## src/rtl/pcm_regbank_pkg.sv

```systemverilog
// Shared sizes, effective addresses and helpers for the paged audio register bank.
// Assumes an 8-bit offset, a 4-bit page and 32-bit registers.
package pcm_regbank_pkg;
    localparam int OFF_W  = 8;
    localparam int PAGE_W = 4;
    localparam int EXT_W  = OFF_W + PAGE_W;
    localparam int DW     = 32;
    localparam int CW     = 16;
    localparam int NCH    = 3;

    typedef enum logic [2:0] {
        SZ_BYTE = 3'd1,
        SZ_HALF = 3'd2,
        SZ_WORD = 3'd4
    } acc_size_e;

    localparam logic [EXT_W-1:0] A_CTRL   = 12'h000;
    localparam logic [EXT_W-1:0] A_STAT   = 12'h004;
    localparam logic [EXT_W-1:0] A_PAGE   = 12'h00C;
    localparam logic [EXT_W-1:0] A_CODEC  = 12'h010;
    localparam logic [EXT_W-1:0] A_LEGACY = 12'h01B;
    localparam logic [EXT_W-1:0] A_SCTL   = 12'h020;
    localparam logic [EXT_W-1:0] A_SCNT0  = 12'h024;

    localparam logic [DW-1:0] CTRL_RST = 32'h0000_0001;
    localparam logic [DW-1:0] STAT_RST = 32'h0000_0060;
    localparam logic [DW-1:0] LEGACY_V = 32'h0000_0005;

    // Frame address slot: 0xC30, 0xC38, 0xD30, 0xD38 (slot 3 is the empty one).
    function automatic logic [EXT_W-1:0] frame_base(input logic [1:0] slot);
        return {3'b110, slot[1], 4'b0011, slot[0], 3'b000};
    endfunction

    // Merge a byte, half or word write into an existing 32-bit register.
    function automatic logic [DW-1:0] lane_merge(input logic [DW-1:0] old,
                                                 input logic [DW-1:0] data,
                                                 input logic [2:0]    size,
                                                 input logic [1:0]    lane);
        logic [DW-1:0] res;
        res = old;
        if (size == SZ_BYTE)      res[{lane, 3'b000} +: 8]        = data[7:0];
        else if (size == SZ_HALF) res[{lane[1], 4'b0000} +: 16]   = data[15:0];
        else                      res                             = data;
        return res;
    endfunction
endpackage

```

## src/rtl/pcm_page_xlate.sv

```systemverilog
// Page translation: offsets inside [WIN_LO, WIN_HI] get the page value placed
// above the offset bits; other offsets pass through with a zero page.
// Assumes the offset is narrower than the effective address by PAGE_W bits.
module pcm_page_xlate #(
    parameter int OFF_W  = 8,
    parameter int PAGE_W = 4,
    parameter logic [OFF_W-1:0] WIN_LO = 8'h30,
    parameter logic [OFF_W-1:0] WIN_HI = 8'h3F,
    localparam int EXT_W = OFF_W + PAGE_W
) (
    input  logic [OFF_W-1:0]  off,
    input  logic [PAGE_W-1:0] page,
    output logic [EXT_W-1:0]  ext
);
    logic in_win;

    // Form the effective address from offset and, inside the window, the page.
    always_comb begin
        in_win = (off >= WIN_LO) && (off <= WIN_HI);
        ext    = {(in_win ? page : {PAGE_W{1'b0}}), off};
    end
endmodule

```

## src/rtl/pcm_cfg_regs.sv

```systemverilog
// Control, serial-control, page and codec storage with lane merging and the
// change pulse. Assumes the caller has already decoded offset and size.
module pcm_cfg_regs
    import pcm_regbank_pkg::*;
(
    input  logic              clk,
    input  logic              rst_n,
    input  logic [DW-1:0]     wdata,
    input  logic [2:0]        size,
    input  logic [1:0]        lane,
    input  logic              ctrl_we,
    input  logic              sctl_we,
    input  logic              page_we,
    input  logic              codec_we,
    output logic [DW-1:0]     ctrl_q,
    output logic [DW-1:0]     sctl_q,
    output logic [PAGE_W-1:0] page_q,
    output logic [CW-1:0]     codec_q,
    output logic              upd_q
);
    logic [DW-1:0] ctrl_d, sctl_d;

    // Next values of the two merged configuration words.
    always_comb begin
        ctrl_d = ctrl_we ? lane_merge(ctrl_q, wdata, size, lane) : ctrl_q;
        sctl_d = sctl_we ? lane_merge(sctl_q, wdata, size, lane) : sctl_q;
    end

    // Register update and one-cycle change pulse.
    always_ff @(posedge clk) begin
        if (!rst_n) begin
            ctrl_q  <= CTRL_RST;
            sctl_q  <= '0;
            page_q  <= '0;
            codec_q <= '0;
            upd_q   <= 1'b0;
        end else begin
            ctrl_q <= ctrl_d;
            sctl_q <= sctl_d;
            upd_q  <= (ctrl_d != ctrl_q) || (sctl_d != sctl_q);
            if (page_we)  page_q  <= wdata[PAGE_W-1:0];
            if (codec_we) codec_q <= wdata[CW-1:0];
        end
    end
endmodule

```

## src/rtl/pcm_chan_bank.sv

```systemverilog
// Per-channel sample-count (low half only), frame address and frame count
// storage. Assumes the caller gives exclusive write strobes per register.
module pcm_chan_bank
    import pcm_regbank_pkg::*;
#(
    parameter int N = NCH
) (
    input  logic                  clk,
    input  logic                  rst_n,
    input  logic [DW-1:0]         wdata,
    input  logic [N-1:0]          scnt_we,
    input  logic [N-1:0]          faddr_we,
    input  logic [N-1:0]          fcnt_we,
    output logic [N-1:0][CW-1:0]  scnt_lo,
    output logic [N-1:0][DW-1:0]  faddr,
    output logic [N-1:0][DW-1:0]  fcnt
);
    for (genvar ch = 0; ch < N; ch++) begin : g_ch
        // Storage for one channel.
        always_ff @(posedge clk) begin
            if (!rst_n) begin
                scnt_lo[ch] <= '0;
                faddr[ch]   <= '0;
                fcnt[ch]    <= '0;
            end else begin
                if (scnt_we[ch])  scnt_lo[ch] <= wdata[CW-1:0];
                if (faddr_we[ch]) faddr[ch]   <= wdata;
                if (fcnt_we[ch])  fcnt[ch]    <= wdata;
            end
        end
    end
endmodule

```

## src/rtl/pcm_regbank.sv

```systemverilog
// Top of the paged audio register bank: decodes size and effective address,
// steers writes to the storage blocks, and returns registered read data.
// Assumes one access per cycle, and a size value of 1, 2 or 4 for a write.
module pcm_regbank
    import pcm_regbank_pkg::*;
(
    input  logic        clk,
    input  logic        rst_n,
    input  logic        req_vld,
    input  logic        req_wr,
    input  logic [2:0]  req_size,
    input  logic [7:0]  req_off,
    input  logic [31:0] req_wdata,
    output logic        rsp_vld,
    output logic [31:0] rsp_rdata,
    output logic [31:0] ctrl_o,
    output logic [31:0] sctl_o,
    output logic        cfg_upd
);
    logic [EXT_W-1:0]      ext;
    logic [PAGE_W-1:0]     page_q;
    logic [CW-1:0]         codec_q;
    logic                  is_b, is_h, is_w, wr_ok, rd;
    logic                  ctrl_we, sctl_we, page_we, codec_we;
    logic [NCH-1:0]        scnt_we, faddr_we, fcnt_we;
    logic [NCH-1:0][CW-1:0] scnt_lo;
    logic [NCH-1:0][DW-1:0] faddr, fcnt;
    logic [DW-1:0]         rd_d, stat_v;

    pcm_page_xlate #(.OFF_W(OFF_W), .PAGE_W(PAGE_W)) u_xlate (
        .off(req_off), .page(page_q), .ext(ext)
    );

    // Size and direction qualifiers, plus write-strobe decode.
    always_comb begin
        is_b  = (req_size == SZ_BYTE);
        is_h  = (req_size == SZ_HALF);
        is_w  = (req_size == SZ_WORD);
        wr_ok = req_vld && req_wr && (is_b || is_h || is_w);
        rd    = req_vld && !req_wr;
        ctrl_we  = wr_ok && (ext[EXT_W-1:2] == A_CTRL[EXT_W-1:2]) &&
                   (is_b || (is_h && !ext[0]) || (is_w && ext[1:0] == 2'b00));
        sctl_we  = wr_ok && (ext[EXT_W-1:2] == A_SCTL[EXT_W-1:2]) &&
                   (is_b || (is_w && ext[1:0] == 2'b00));
        page_we  = wr_ok && (ext == A_PAGE) && (is_b || is_w);
        codec_we = wr_ok && (ext == A_CODEC) && is_h;
        for (int ch = 0; ch < NCH; ch++) begin
            scnt_we[ch]  = wr_ok && (is_h || is_w) && (ext == A_SCNT0 + EXT_W'(4 * ch));
            faddr_we[ch] = wr_ok && is_w && (ext == frame_base(2'(ch)));
            fcnt_we[ch]  = wr_ok && is_w && (ext == (frame_base(2'(ch)) | EXT_W'(4)));
        end
    end

    pcm_cfg_regs u_cfg (
        .clk(clk), .rst_n(rst_n), .wdata(req_wdata), .size(req_size),
        .lane(ext[1:0]), .ctrl_we(ctrl_we), .sctl_we(sctl_we),
        .page_we(page_we), .codec_we(codec_we), .ctrl_q(ctrl_o),
        .sctl_q(sctl_o), .page_q(page_q), .codec_q(codec_q), .upd_q(cfg_upd)
    );

    pcm_chan_bank #(.N(NCH)) u_chan (
        .clk(clk), .rst_n(rst_n), .wdata(req_wdata), .scnt_we(scnt_we),
        .faddr_we(faddr_we), .fcnt_we(fcnt_we), .scnt_lo(scnt_lo),
        .faddr(faddr), .fcnt(fcnt)
    );

    // Read mux; anything unmatched, phantom slot included, reads all ones.
    always_comb begin
        rd_d   = '1;
        stat_v = STAT_RST;
        if (is_w) begin
            if (ext == A_CTRL)       rd_d = ctrl_o;
            else if (ext == A_STAT)  rd_d = stat_v;
            else if (ext == A_PAGE)  rd_d = DW'(page_q);
            else if (ext == A_CODEC) rd_d = DW'(codec_q);
            else if (ext == A_SCTL)  rd_d = sctl_o;
            for (int ch = 0; ch < NCH; ch++) begin
                if (ext == A_SCNT0 + EXT_W'(4 * ch))               rd_d = DW'(scnt_lo[ch]);
                if (ext == frame_base(2'(ch)))                     rd_d = faddr[ch];
                if (ext == (frame_base(2'(ch)) | EXT_W'(4)))       rd_d = fcnt[ch];
            end
        end else if (is_h) begin
            for (int ch = 0; ch < NCH; ch++) begin
                if (ext == A_SCNT0 + EXT_W'(4 * ch + 2))           rd_d = '0;
                if (ext == (frame_base(2'(ch)) | EXT_W'(4)))       rd_d = DW'(fcnt[ch][15:0]);
                if (ext == (frame_base(2'(ch)) | EXT_W'(6)))       rd_d = DW'(fcnt[ch][31:16]);
            end
        end else if (is_b) begin
            if (ext[EXT_W-1:2] == A_CTRL[EXT_W-1:2])      rd_d = DW'(ctrl_o[{ext[1:0], 3'b000} +: 8]);
            else if (ext[EXT_W-1:2] == A_STAT[EXT_W-1:2]) rd_d = DW'(stat_v[{ext[1:0], 3'b000} +: 8]);
            else if (ext == A_PAGE)                       rd_d = DW'(page_q);
            else if (ext == A_LEGACY)                     rd_d = LEGACY_V;
        end
    end

    // Registered read response.
    always_ff @(posedge clk) begin
        if (!rst_n) begin
            rsp_vld   <= 1'b0;
            rsp_rdata <= '0;
        end else begin
            rsp_vld <= rd;
            if (rd) rsp_rdata <= rd_d;
        end
    end

    AST_READ_ANSWERED: assert property (@(posedge clk) disable iff (!rst_n)
        (req_vld && !req_wr) |=> rsp_vld);
    AST_NO_SPURIOUS_RSP: assert property (@(posedge clk) disable iff (!rst_n)
        !(req_vld && !req_wr) |=> !rsp_vld);
    AST_UPD_REAL_CHANGE: assert property (@(posedge clk) disable iff (!rst_n)
        ($past(rst_n) && cfg_upd) |-> (!$stable(ctrl_o) || !$stable(sctl_o)));
    AST_CFG_HELD: assert property (@(posedge clk) disable iff (!rst_n)
        ($past(rst_n) && !$past(req_vld && req_wr)) |-> ($stable(ctrl_o) && $stable(sctl_o)));
    AST_PHANTOM_ONES: assert property (@(posedge clk) disable iff (!rst_n)
        ($past(rst_n) && $past(req_vld && !req_wr && page_q == 4'hD && req_off[7:3] == 5'b00111))
        |-> (rsp_rdata == 32'hFFFF_FFFF));
    AST_LEGACY_FIVE: assert property (@(posedge clk) disable iff (!rst_n)
        ($past(rst_n) && $past(req_vld && !req_wr && req_size == 3'd1 && req_off == 8'h1B))
        |-> (rsp_rdata == 32'h5));
endmodule

```

## config.mk

```make
export PLATFORM = sky130hd
export DESIGN_NAME = pcm_regbank
export DESIGN_NICKNAME = d
export VERILOG_FILES = /design/src/rtl/pcm_regbank_pkg.sv /design/src/rtl/pcm_page_xlate.sv /design/src/rtl/pcm_cfg_regs.sv /design/src/rtl/pcm_chan_bank.sv /design/src/rtl/pcm_regbank.sv
export SDC_FILE = /design/constraint.sdc
export NUM_CORES = 1
export LEC_CHECK = 0
export BUFFER_PORTS_ARGS = -buffer_cell sky130_fd_sc_hd__buf_2
export CORE_MARGIN = 4
export CORE_UTILIZATION = 45
export CTS_CLUSTER_SIZE = 16
export DETAILED_ROUTE_END_ITERATION = 12
export PLACE_DENSITY_LB_ADDON = 0.05
export SETUP_SLACK_MARGIN = 0.15
export SYNTH_ARGS = -nofsm -noshare
export SYNTH_HDL_FRONTEND = slang
export SYNTH_HIERARCHICAL = 1
export SYNTH_SLANG_ARGS = --single-unit
```

## constraint.sdc

```tcl
create_clock -name clk -period 5.53 [get_ports clk]
set_clock_uncertainty 0.2 [all_clocks]
set_input_delay 0.2765 -clock clk [delete_from_list [all_inputs] [get_ports clk]]
set_output_delay 0.2765 -clock clk [all_outputs]
set_load 0.02 [all_outputs]
```

# After elaboration in Yosys (flattened, before gate mapping)
# Index checks and enable logic that the tools add are counted.
# W data, S select, Z words.
# word_totals
regBits,358
latch_bits,0
mem_bits_rw,0
mem_count,0
elab_cells,132
mem_bits_ro,0
input_bits,47
out_inout_bits,98
# op_classes
n_reduce_logical,38
div,0
mul,0
muxes,41
shifts,6
addsub,2
bitwise_logic,0
n_eq_ne,27
magnitude_cmp,2
# ops
operator,n
$mux W32,36
$bwmux W32,4
$eq A12 B12 Y1 const B,9
$eq A12 B6 Y1 const B,7
$ne A32 B32 Y1,2
$shift A16 B7 Y32 const A,1
$shift A8 B7 Y32 const A,1
$shiftx A16 B7 Y32,1
$shiftx A32 B6 Y8,1
$shiftx A32 B6 Y8 const A,1
$shiftx A8 B7 Y32,1
$logic_and A1 B1 Y1,25
$eq A12 B5 Y1 const B,2
$neg A5 Y7,2
$eq A12 B3 Y1 const B,1
$eq A12 B4 Y1 const B,1
$logic_not A12 Y1,1
$eq A10 B1 Y1 const B,1
$eq A10 B4 Y1 const B,1
$logic_not A10 Y1,1
$ge A8 B6 Y1 const B,1
$le A8 B6 Y1 const B,1
$logic_or A1 B1 Y1,8
$mux W4,1
5 further kinds,6

# Logic depth before layout (Yosys ltp)
# logic_depth
ltp_word,19
mapped_depth,19
depth_no_buf,14

# Hierarchy
# The synthesis kept the hierarchy.
# by_module_without_submodules
module,area_per_inst_um2,cells_per_inst,instances
pcm_chan_bank,9206.3,792,1
pcm_cfg_regs,6910.4,975,1
pcm_regbank,5840.6,853,1
pcm_page_xlate,97.6,13,1

# Worst setup path after synthesis
# OpenSTA, ideal clock, no wires.
# synth_path
path_kind,input -> register
from,input port req_off[7]
to,register u_cfg.upd_q
setup_ps,140
path_buffers,5
stages,16
arrival_ps,3682
slack_ps,1508
path_cell_list,and4bb_1 -> and2_1 -> buf_2 -> nor4_1 -> clkbuf_1 -> and3_1 -> clkbuf_1 -> and3b_1 -> clkbuf_1 -> inv_1 -> buf_2 -> a211oi_1 -> o221ai_1 -> o41a_1 -> a2111oi_2 -> a41oi_1
# synth_via
elab_chain_len,9
# synth_lines
item,line_no,rtl
start: declaration,pcm_regbank.sv:12,"input logic [7:0] req_off,"
$ge A8 B6 Y1 / $le A8 B6 Y1 (equally long branches),pcm_page_xlate.sv:19,in_win = (off >= WIN_LO) && (off <= WIN_HI);
$logic_and A1 B1 Y1 *,pcm_page_xlate.sv:19,
$mux W4 *,pcm_page_xlate.sv:20,"ext = {(in_win ? page : {PAGE_W{1'b0}}), off};"
via ext[8],pcm_regbank.sv:20,logic [EXT_W-1:0] ext;
$logic_not A10 Y1 *,pcm_regbank.sv:41,ctrl_we = wr_ok && (ext[EXT_W-1:2] == A_CTRL[EXT_W-1:2]) &&
$logic_and A1 B1 Y1 * (2 in series),pcm_regbank.sv:41,
via ctrl_we,pcm_regbank.sv:24,"logic ctrl_we, sctl_we, page_we, codec_we;"
$mux W32 *,pcm_cfg_regs.sv:25,"ctrl_d = ctrl_we ? lane_merge(ctrl_q, wdata, size, lane) : ctrl_q;"
$ne A32 B32 Y1 *,pcm_cfg_regs.sv:40,upd_q <= (ctrl_d != ctrl_q) || (sctl_d != sctl_q);
$logic_or A1 B1 Y1 *,pcm_cfg_regs.sv:40,
end signal: assignment,pcm_cfg_regs.sv:40,
end: declaration,pcm_cfg_regs.sv:19,output logic upd_q
# Mark *: on every way through the listed nets, which the timed path passes. The rest lies on a longest branch.
# A chain may end at the register's enable or synchronous reset.

# Final worst setup path
# layout_path
from,register u_cfg.page_q[3]
to,register u_cfg.upd_q
# layout_via
elab_chain_len,7
# layout_lines
item,line_no,rtl
start: declaration,pcm_cfg_regs.sv:17,"output logic [PAGE_W-1:0] page_q,"
start signal: assignment,pcm_cfg_regs.sv:41,if (page_we) page_q <= wdata[PAGE_W-1:0];
$mux W4,pcm_page_xlate.sv:20,
via ext[11],pcm_regbank.sv:20,
$eq A10 B4 Y1,pcm_regbank.sv:43,sctl_we = wr_ok && (ext[EXT_W-1:2] == A_SCTL[EXT_W-1:2]) &&
$logic_and A1 B1 Y1 (2 in series),pcm_regbank.sv:43,
via sctl_we,pcm_regbank.sv:24,
$mux W32,pcm_cfg_regs.sv:26,"sctl_d = sctl_we ? lane_merge(sctl_q, wdata, size, lane) : sctl_q;"
$ne A32 B32 Y1,pcm_cfg_regs.sv:40,
$logic_or A1 B1 Y1,pcm_cfg_regs.sv:40,
# The timed path passes the listed nets, and every way through them passes these cells.

==> reports/summary.txt <==
======================================================================================
Result of the run                                                         finished, final reports clean
Uppermost layer routed                                                            met5
Crit share post-route                                                            79.4%
Max-cap violations                                                                   0
Post-synthesis to final-layout area growth                                       11.7%
Number of hold-slack violations in the final timing report                           0
Final WS setup                                                                 1.14 ns
Sequence of cells on the critical path                                    and2_1, or4_4, nor2_1, nand2_1, nor3_2, clkinv_1, buf_4, nor2_1, nand2_1, o32ai_1, nor4_1, nand4_1, a2111oi_2, a41oi_1
Synth async-reset ratio                                                             0%
Global-route wire length before repair                                          159 mm
Total global-route track usage                                                   40.5%
Boundary Pins                                                                      145
Initial core utilization                                                         45.9%
Clock-pin slew of the registers on the worst-case setup and hold paths         0.07 ns
Weighted congestion reported at the end of routability-driven placement           1.03
Leakage component of the power                                                 8.44 nW
Maximum fanout along the worst path                                                 28
Worst skew pair latency                                                        0.60 ns
Via count of the first global-routing pass                                       21400
Syn_area_per_cell                                                             8.38 um2
Std-Cell Core Area                                                           48000 um2
Count of warnings emitted by yosys                                                   6
Final setup violation count                                                          0
Minimum setup slack among reg-to-reg paths                                     1.14 ns
Type of the tightest min-delay check                                         in -> reg
Final max-slew violation count                                                       0
Met3 wire length                                                               14.7 mm
Die H                                                                           229 um
Post-layout net count                                                             2733
Count of flip-flops with a built-in enable after synthesis                           0
Maximum resistive drop on vdd                                               0.000258 V
Post-synthesis sequential element count                                            358
Leading cell types by count after synthesis                               sky130_fd_sc_hd__dfxtp_1, sky130_fd_sc_hd__mux2i_1, sky130_fd_sc_hd__nor2b_1
Antenna violations before repair                                                     5
Total Wirelength                                                                113 mm
Setup TNS Final                                                                   0 ns
Worst path arrival time                                                        4.70 ns
Launching element type of the critical path                                   register
Routed wire length per instance                                                33.9 um
Summed area of non-filler cells in the final layout                          24600 um2
Post-synth top flop                                                       sky130_fd_sc_hd__dfxtp_1
Proportion of layout cells with a drive suffix above 1                           14.7%
Sequential area share after synthesis                                            32.5%
Total number of vias                                                             23437
Deepest clock path buffer count                                                      3
Vias per std cell                                                                 7.04
Power density of the placed cells                                           252 nW/um2
Number of buffers created by CTS                                                    43
Share of the synthesized area in the top cell type                               32.5%
Summed instance area of the synthesized netlist                              22100 um2
Initial DRC count                                                                 3923
Detail Route Antenna Nets                                                            0
DR pass1 iterations                                                                  8
FMAX                                                                         0.228 GHz
RSZ-0062 raised after global routing                                             false
Layout Cells excl Fill                                                            3327
Family with the most delay on the worst path                              simple AND/OR/NAND/NOR gates
Number of levels in the clock H-tree                                                 2
Number of library cell types mapped by synthesis                                   106
Critical path's slowest cell                                              sky130_fd_sc_hd__or4_4
Final worst path period need                                                   4.39 ns
Detailed-route DRC error count                                                       0
WL met1                                                                        47.6 mm
Met2 WL post-DR                                                                45.6 mm
Horizontal die dimension                                                        229 um
Placed Cells incl. Taps                                                           3233
Maximum number of pins on one net before global-route repair                        73
Post-synth top area cell                                                  sky130_fd_sc_hd__dfxtp_1
HPWL after DPL                                                                 78.9 mm
Area of placed instances                                                     23000 um2
Slew @ Worst Pin                                                               1.28 ns
Input/output buffers                                                               144
Most frequent cell after synthesis                                        sky130_fd_sc_hd__dfxtp_1
Delay of the slowest critical-path stage                                       0.73 ns
Clock Sinks                                                                        358
Mapped Nets                                                                       2685
Leading post-synthesis cells by cell area                                 sky130_fd_sc_hd__dfxtp_1, sky130_fd_sc_hd__mux2i_1, sky130_fd_sc_hd__nor2b_1
Final-layout worst hold slack                                                 0.118 ns
CTS tree                                                                          done
Normalized max-slew margin                                                       14.3%
Element type at the critical path end                                         register
Gate count of the mapped netlist                                                  2633
Root Driver                                                               sky130_fd_sc_hd__clkbuf_16
Worst endpoint required time                                                   5.83 ns
Post-Place Worst Slack                                                        0.872 ns
Number of buffer and inverter stages on the critical path                            2
Gates resized, CTS repair                                                            0
Floorplan row count                                                                 80
Category of the critical setup timing path                                  reg -> reg
Total Die Area                                                               52600 um2
Global route total overflow                                                          0
======================================================================================
==> flip-flops by register name, summed over array words and instances (netlist names), 4 cells and up <==
signal	flops
rsp_rdata	32
u_cfg/codec_q	16
u_cfg/ctrl_q	32
u_cfg/page_q	4
u_cfg/sctl_q	32
u_chan/faddr	96
u_chan/fcnt	96
u_chan/scnt_lo	48
==> worst reg2reg max path, cell delays in order (launching register included) <==
cell and delay, ns:
sky130_fd_sc_hd__dfxtp_1 0.36, sky130_fd_sc_hd__and2_1 0.20, sky130_fd_sc_hd__or4_4 0.73, sky130_fd_sc_hd__nor2_1 0.21, sky130_fd_sc_hd__nand2_1 0.08, sky130_fd_sc_hd__nor3_2 0.72
sky130_fd_sc_hd__clkinv_1 0.16, sky130_fd_sc_hd__buf_4 0.31, sky130_fd_sc_hd__nor2_1 0.20, sky130_fd_sc_hd__nand2_1 0.11, sky130_fd_sc_hd__o32ai_1 0.46, sky130_fd_sc_hd__nor4_1 0.13
sky130_fd_sc_hd__nand4_1 0.20, sky130_fd_sc_hd__a2111oi_2 0.06, sky130_fd_sc_hd__a41oi_1 0.22
==> power by group <==
group	leakage (nW)	internal [W]	switching, W
logic	4.84	0.000188	0.000468
clock network	0.715	0.00171	0.00122
registers	2.89	0.00260	0.0000225
==> placed cells by master (no fill, tap or decap), types with 66 or more instances in the layout <==
cell type,synthesis,routed
sky130_fd_sc_hd__dfxtp_1,358,358
sky130_fd_sc_hd__mux2i_1,266,266
sky130_fd_sc_hd__nor2b_1,251,250
sky130_fd_sc_hd__nand2_1,205,205
sky130_fd_sc_hd__nor2_1,172,163
sky130_fd_sc_hd__buf_2,85,143
sky130_fd_sc_hd__o21ai_0,129,129
sky130_fd_sc_hd__a21oi_1,128,128
sky130_fd_sc_hd__buf_4,29,89
sky130_fd_sc_hd__o22ai_1,66,66
==> cell type report <==
class / instances / area [um2]
clock buffer: 60 / 1280
timing repair buffer: 252 / 1600
inverter: 38 / 143
sequential: 358 / 7170
multi-input combinational: 1988 / 13500
fill: 4660 / 23400
clock inverter: 14 / 159
antenna: 2 / 5.00
tap: 615 / 769
==> through the flow <==
step | utilization, % | total power (W)
after floorplan | - | 0.00303
after global placement | 47.9 | 0.00329
after detailed placement | 47.9 | 0.00329
after CTS | 51.3 | 0.00619
after global routing | 51.3 | 0.00634
final | 51.3 | 0.00620
==> routing by layer <==
layer  up-vias  GRT usage [%]
met5         -              0
met4         2           14.9
met3       284           11.9
met2      1851           57.4
met1     11451           58.2
li1       9849              -
==> repair_timing <==
action,4_1_cts,5_1_grt
hold endpoints to repair,122,0
hold buffers,18,0
setup buffers,0,0
==> path summary, 6_finish.rpt <==
check | startpoint | cells after the start | end
hold / removal | req_wdata[12] | 3 | u_chan/fcnt[76]
hold reg to reg | u_cfg/codec_q[6] | 2 | u_cfg/codec_q[6]
setup / recovery | u_cfg/page_q[3] | 14 | u_cfg/upd_q
setup reg to reg | u_cfg/page_q[3] | 14 | u_cfg/upd_q
==> cell families (layout without fill, tap and decap cells) <==
family                     Yosys count  in the layout  share of synthesized area [%]
adders and majority gates            6              6                          0.329
xor gates and xnor gates             3              3                          0.119
other                                0              2                              0
buffers and inverters              287            364                           6.72
AOI/OAI and AO/OA                  716            716                           22.5
and+or+nand+nor                    982            982                           24.6
muxes                              281            281                           13.2
DFF                                358            358                           32.5
Note: power is estimated with default switching activity, not from simulation.
